`config.mk`:
```
export PLATFORM = sky130hd
export DESIGN_NAME = gpio_port_bank
export DESIGN_NICKNAME = d
export VERILOG_FILES = /design/src/rtl/gpio_bank_pkg.sv /design/src/rtl/gpio_reg_file.sv /design/src/rtl/gpio_input_capture.sv /design/src/rtl/gpio_pad_drive.sv /design/src/rtl/gpio_access_fsm.sv /design/src/rtl/gpio_port_bank.sv
export SDC_FILE = /design/constraint.sdc
export NUM_CORES = 1
export LEC_CHECK = 0
export BUFFER_PORTS_ARGS = -buffer_cell sky130_fd_sc_hd__buf_2
export CORE_MARGIN = 5
export CORE_UTILIZATION = 30
export CTS_BUF_LIST = sky130_fd_sc_hd__clkbuf_2 sky130_fd_sc_hd__clkbuf_4 sky130_fd_sc_hd__clkbuf_8
export CTS_CLUSTER_SIZE = 16
export DETAILED_ROUTE_END_ITERATION = 7
export SYNTH_ARGS = -nofsm -noshare
export SYNTH_HDL_FRONTEND = slang
export SYNTH_SLANG_ARGS = --single-unit
```
`constraint.sdc`:
```
create_clock -name clk -period 1.4 [get_ports clk]
set_clock_uncertainty 0.15 [all_clocks]
set_input_delay 0.14 -clock clk [delete_from_list [all_inputs] [get_ports clk]]
set_output_delay 0.14 -clock clk [all_outputs]
set_load 0.005 [all_outputs]
```
`src/rtl/gpio_bank_pkg.sv`:
```
package gpio_bank_pkg;

    localparam int unsigned IDX_W = 2;

    typedef enum logic [IDX_W-1:0] {
        IDX_INPUT     = 2'd0,
        IDX_OUTPUT    = 2'd1,
        IDX_POLARITY  = 2'd2,
        IDX_DIRECTION = 2'd3
    } reg_idx_e;

    typedef enum logic [0:0] {
        ACC_IDLE  = 1'b0,
        ACC_REPLY = 1'b1
    } acc_state_e;

endpackage

```
`src/rtl/gpio_reg_file.sv`:
```
module gpio_reg_file
    import gpio_bank_pkg::*;
#(
    parameter int unsigned      W       = 8,
    parameter logic [W-1:0]     OUT_RST = '0,
    parameter logic [W-1:0]     POL_RST = '0,
    parameter logic [W-1:0]     DIR_RST = '1
) (
    input  logic         clk,
    input  logic         rst_n,
    input  logic         wr_en,
    input  reg_idx_e     wr_idx,
    input  logic [W-1:0] wr_data,
    output logic [W-1:0] out_q,
    output logic [W-1:0] pol_q,
    output logic [W-1:0] dir_q
);

    always_ff @(posedge clk or negedge rst_n) begin
        if (!rst_n) begin
            out_q <= OUT_RST;
            pol_q <= POL_RST;
            dir_q <= DIR_RST;
        end else if (wr_en) begin
            unique case (wr_idx)
                IDX_OUTPUT:    out_q <= wr_data;
                IDX_POLARITY:  pol_q <= wr_data;
                IDX_DIRECTION: dir_q <= wr_data;
                IDX_INPUT:     ;
            endcase
        end
    end

endmodule

```
`src/rtl/gpio_input_capture.sv`:
```
module gpio_input_capture #(
    parameter int unsigned W = 8
) (
    input  logic         clk,
    input  logic         rst_n,
    input  logic         cap_en,
    input  logic [W-1:0] pin_in,
    input  logic [W-1:0] pol_q,
    output logic [W-1:0] in_view
);

    logic [W-1:0] cap_q;

    always_ff @(posedge clk or negedge rst_n) begin
        if (!rst_n)      cap_q <= '0;
        else if (cap_en) cap_q <= pin_in;
    end

    assign in_view = cap_q ^ pol_q;

endmodule

```
`src/rtl/gpio_pad_drive.sv`:
```
module gpio_pad_drive #(
    parameter int unsigned  W       = 8,
    parameter logic [W-1:0] OD_MASK = 'b1
) (
    input  logic         clk,
    input  logic         rst_n,
    input  logic [W-1:0] out_q,
    input  logic [W-1:0] dir_q,
    output logic [W-1:0] pin_out,
    output logic [W-1:0] pin_oe
);

    for (genvar i = 0; i < W; i++) begin : g_pad
        if (OD_MASK[i]) begin : g_od
            assign pin_oe[i]  = ~dir_q[i] & ~out_q[i];
            assign pin_out[i] = 1'b0;
        end else begin : g_pp
            assign pin_oe[i]  = ~dir_q[i];
            assign pin_out[i] = ~dir_q[i] & out_q[i];
        end
    end


    oe_needs_output_dir_chk: assert property (@(posedge clk) disable iff (!rst_n)
        (pin_oe & dir_q) == '0);


    od_never_high_chk: assert property (@(posedge clk) disable iff (!rst_n)
        (pin_out & OD_MASK) == '0);

endmodule

```
`src/rtl/gpio_access_fsm.sv`:
```
module gpio_access_fsm
    import gpio_bank_pkg::*;
#(
    parameter int unsigned W = 8
) (
    input  logic         clk,
    input  logic         rst_n,
    input  logic         rd_stb,
    input  logic         wr_stb,
    input  reg_idx_e     idx,
    input  logic [W-1:0] in_view,
    input  logic [W-1:0] out_q,
    input  logic [W-1:0] pol_q,
    input  logic [W-1:0] dir_q,
    output logic         wr_en,
    output logic         cap_en,
    output logic         rd_valid,
    output logic [W-1:0] rd_data
);

    acc_state_e state_q, state_d;
    reg_idx_e   idx_q;

    always_ff @(posedge clk or negedge rst_n) begin
        if (!rst_n) begin
            state_q <= ACC_IDLE;
            idx_q   <= IDX_INPUT;
        end else begin
            state_q <= state_d;
            if (rd_stb) idx_q <= idx;
        end
    end

    always_comb begin
        state_d = state_q;
        unique case (state_q)
            ACC_IDLE:  state_d = rd_stb ? ACC_REPLY : ACC_IDLE;
            ACC_REPLY: state_d = rd_stb ? ACC_REPLY : ACC_IDLE;
        endcase
    end

    always_comb begin
        wr_en    = wr_stb & ~rd_stb & (idx != IDX_INPUT);
        cap_en   = rd_stb & (idx == IDX_INPUT);
        rd_valid = 1'b0;
        rd_data  = '0;
        unique case (state_q)
            ACC_IDLE: ;
            ACC_REPLY: begin
                rd_valid = 1'b1;
                unique case (idx_q)
                    IDX_INPUT:     rd_data = in_view;
                    IDX_OUTPUT:    rd_data = out_q;
                    IDX_POLARITY:  rd_data = pol_q;
                    IDX_DIRECTION: rd_data = dir_q;
                endcase
            end
        endcase
    end


    reply_follows_strobe_chk: assert property (@(posedge clk) disable iff (!rst_n)
        rd_stb |=> rd_valid);


    reply_has_strobe_chk: assert property (@(posedge clk) disable iff (!rst_n)
        rd_valid |-> $past(rd_stb));

endmodule

```
`src/rtl/gpio_port_bank.sv`:
```
module gpio_port_bank
    import gpio_bank_pkg::*;
#(
    parameter int unsigned  W       = 8,
    parameter logic [W-1:0] OD_MASK = 8'h01,
    parameter logic [W-1:0] OUT_RST = 8'h00,
    parameter logic [W-1:0] POL_RST = 8'hF0,
    parameter logic [W-1:0] DIR_RST = 8'hFF
) (
    input  logic             clk,
    input  logic             rst_n,
    input  logic [IDX_W-1:0] reg_idx,
    input  logic             wr_stb,
    input  logic [W-1:0]     wr_data,
    input  logic             rd_stb,
    output logic [W-1:0]     rd_data,
    output logic             rd_valid,
    input  logic [W-1:0]     pin_in,
    output logic [W-1:0]     pin_out,
    output logic [W-1:0]     pin_oe
);

    reg_idx_e     idx;
    logic         wr_en, cap_en;
    logic [W-1:0] out_q, pol_q, dir_q, in_view;

    assign idx = reg_idx_e'(reg_idx);

    gpio_access_fsm #(.W(W)) u_fsm (
        .clk(clk), .rst_n(rst_n), .rd_stb(rd_stb), .wr_stb(wr_stb), .idx(idx),
        .in_view(in_view), .out_q(out_q), .pol_q(pol_q), .dir_q(dir_q),
        .wr_en(wr_en), .cap_en(cap_en), .rd_valid(rd_valid), .rd_data(rd_data)
    );

    gpio_reg_file #(.W(W), .OUT_RST(OUT_RST), .POL_RST(POL_RST), .DIR_RST(DIR_RST)) u_regs (
        .clk(clk), .rst_n(rst_n), .wr_en(wr_en), .wr_idx(idx), .wr_data(wr_data),
        .out_q(out_q), .pol_q(pol_q), .dir_q(dir_q)
    );

    gpio_input_capture #(.W(W)) u_cap (
        .clk(clk), .rst_n(rst_n), .cap_en(cap_en), .pin_in(pin_in),
        .pol_q(pol_q), .in_view(in_view)
    );

    gpio_pad_drive #(.W(W), .OD_MASK(OD_MASK)) u_pad (
        .clk(clk), .rst_n(rst_n), .out_q(out_q), .dir_q(dir_q),
        .pin_out(pin_out), .pin_oe(pin_oe)
    );


    input_write_ignored_chk: assert property (@(posedge clk) disable iff (!rst_n)
        (wr_stb && !rd_stb && reg_idx == IDX_INPUT)
        |=> ($stable(out_q) && $stable(pol_q) && $stable(dir_q)));


    collision_drops_write_chk: assert property (@(posedge clk) disable iff (!rst_n)
        (wr_stb && rd_stb) |=> ($stable(out_q) && $stable(pol_q) && $stable(dir_q)));

endmodule

```
==> impl_results.md <==
* Root Buffer Master: clkbuf_8
* Mapped Area at 1830 um^2
* Worst hold endpoint: u_fsm.idx_q[1]
* Die Height at 88.2 um
* Kind of end point of the critical path: output pin
* Final period util at 126%
* CTS max path bufs at 2
* Sequential element share of the synthesized area at 48.6%
* EDFF count, synth at 0
* Die ar. at 7780 um^2
* Grt total ovfl at 0
* DRT Pass-1 Iters at 4
* Synth-to-Final Area Change at 37.2%
* Post-DP HPWL at 2910 um
* Cell Area, Placed at 2190 um^2
* Cell family with most CP delay: flip-flops
* LEAKAGE at 0.00124 uW
* RSZ-0062 raised after global routing: true
* Vias per cell at 4.40
* #FFs+latches synth at 35
* Largest net degree at the start of global routing at 21
* Worst-path clk slew at 0.07 ns
* Crit path required time at 1.11 ns
* Fmax at 0.569 GHz
* Reg-to-Reg Start: u_fsm.idx_q[0]
* Fin cells at 286
* Slowest-stage cell, CP: dfrtp_1
* Outcome: complete, but fails checks
* Nets@finish at 233
* H-Tree Depth at 2
* Max-slew violations at 0
* Critical path depth in cells at 5
* Hold WC Path Type: in2reg
* Pwr dens at 1220 nW/um^2
* WL/cell at 15.2 um
* Buffers & Inverters on Critical Path at 2
* Arrival time of the worst setup path at 1.47 ns
* Clk sinks at 35
* IO Port Bufs at 45
* Layout cells sized above 1 at 54.5%
* HP Start: rd_stb
* Clock buffer count from CTS at 5
* WHS Path Cells at 2
* Mapped Avg Cell Area at 13.4 um^2
* Cell Rows at 28
* DRT iter0 DRCs at 62
* Routability cong. at 0.698
* Synthesized instance count at 137
* Fill cell total of the finished layout at 547
* Post-route setup slack at -0.357 ns
* Via count at 1258
* Die W at 88.2 um
* Tmin final at 1.76 ns
* Setup slack after placement at -0.0868 ns
* CORE AREA at 5920 um^2
* CP Cell Sequence: buf_12 -> nand2b_4 -> xnor2_1 -> o211a_1 -> buf_2
* R2r worst-path depth at 1
* Critical path type: reg2out
* Max-cap viol count at 0
* Clk_lat worst skew at 0.28 ns
* Final setup violation count at 8
* Antenna violations before repair at 0
* Post-Route WL at 4350 um
* Final hold vios at 0
* Peak supply drop at 0.580 mV
* Yosys cell types at 21
* Yosys Warn Count at 0
* First-pass GRT wire length at 6890 um
* Critical Path Fanout Max at 17
* Vias in the first global route at 1388
* Number of I/O pins at 47
* Final hold slack at 0.0423 ns
* Residual DRC count at 0
* Ant diodes at 0
* Inst Count DP at 255
* GRT Resource Usage Total at 12.0%
* Initial Util at 31.0%
* Type of origin of the critical path: register
* Asr flop ratio synth at 100%
* Synthesized Nets at 159
* CTS tree: built
* RR Endpoint: u_fsm.idx_q[0]
* Max incr delay on CP at 0.40 ns
* Worst R2R Setup Slack at 0.29 ns
* Final instance area at 2520 um^2
* Top FF cell, synth: dfrtp_1
* Failing checks: setup timing
* Final ANT Viol Nets at 0
[cell usage in the layout (no fill, tap or decap), drive strengths merged]
cell,n
dfrtp,23
dfstp,12
buf,57
nor2,1
clkbuf,7
nand2,8
o211a,8
xnor2,8
conb,1
and4bb,2
nand4b,1
nor2b,7
inv,7
dlygate4sd3,18
nand2b,8
nor3b,1
mux2,34
mux2i,8
[flip-flops by register name, indices dropped and copies added (netlist names)]
register       flops
u_cap.cap_q        8
u_fsm.idx_q        2
u_fsm.state_q      1
u_regs.dir_q       8
u_regs.out_q       8
u_regs.pol_q       8
[repair_timing]
action | 4_1_cts | 5_1_grt
buffers inserted | 6 | 0
endpoints found under the setup margin | 8 | 9
endpoints found under the hold margin | 60 | 0
resized for setup | 1 | 3
hold buffers | 18 | 0
[cells by family (layout without fill, tap and decap cells)]
| group | Yosys count | after routing | synth area share (%) |
|---|---|---|---|
| buffers and inverters | 15 | 89 | 4.37 |
| muxes | 42 | 42 | 28.5 |
| xor gates and xnor gates | 8 | 8 | 3.82 |
| other | 1 | 1 | 0.204 |
| DFF | 35 | 35 | 48.6 |
| and+or+nand+nor | 28 | 28 | 10.2 |
| AOI/OAI and AO/OA | 8 | 8 | 4.37 |
[metal layers]
metal / GRT usage, % / wire length, um
met1: 14.8 / 1900
met5: 0 / 0
met2: 20.0 / 2190
met3: 3.67 / 198
met4: 3.71 / 53
[through the flow]
| step | total power (uW) | TNS (ns) | utilization (%) |
|---|---|---|---|
| floorplan | 1960 | 0 | - |
| global placement | 2270 | -0.227 | 37.1 |
| detailed placement | 2280 | -0.326 | 37.1 |
| CTS | 3100 | -2.88 | 42.4 |
| global route | 3240 | -3.35 | 42.5 |
| finish | 3070 | -2.74 | 42.5 |
[cell usage after synthesis, types with 7 or more instances]
cell type | instances | share of area, %
inv_1 | 7 | 1.4
mux2_4 | 16 | 13
mux2i_1 | 8 | 4.4
nor2b_1 | 7 | 2.4
o211a_1 | 8 | 4.4
nand2b_1 | 8 | 2.7
dfstp_2 | 12 | 17
mux2_2 | 18 | 11
nand2_1 | 8 | 1.6
dfrtp_1 | 23 | 31
xnor2_1 | 8 | 3.8
[how the worst max path moves through the flow]
| stage | to | start |
|---|---|---|
| after CTS | rd_data[7] | u_fsm.idx_q[1] |
| after global placement | rd_data[7] | u_fsm.idx_q[1] |
| final | rd_data[7] | u_fsm.idx_q[1] |
| after detailed placement | rd_data[7] | u_fsm.idx_q[1] |
| after floorplan | rd_data[6] | u_fsm.idx_q[1] |
| after global routing | rd_data[0] | u_fsm.idx_q[1] |
[area by class of cell]
class	instances	area, um^2	area share, %
inverters	7	26.3	1.04
repair buffers	75	549	21.8
multi-input cells	87	871	34.6
well taps	75	93.8	3.73
clock buffers	7	83.8	3.33
flip-flops and latches	35	893	35.5
[power breakdown]
group / total [uW] / internal, uW / switching (uW)
combinational: 877 / 569 / 309
clock: 741 / 382 / 359
sequential: 1450 / 1280 / 177
(Power assumes the default switching activity.)
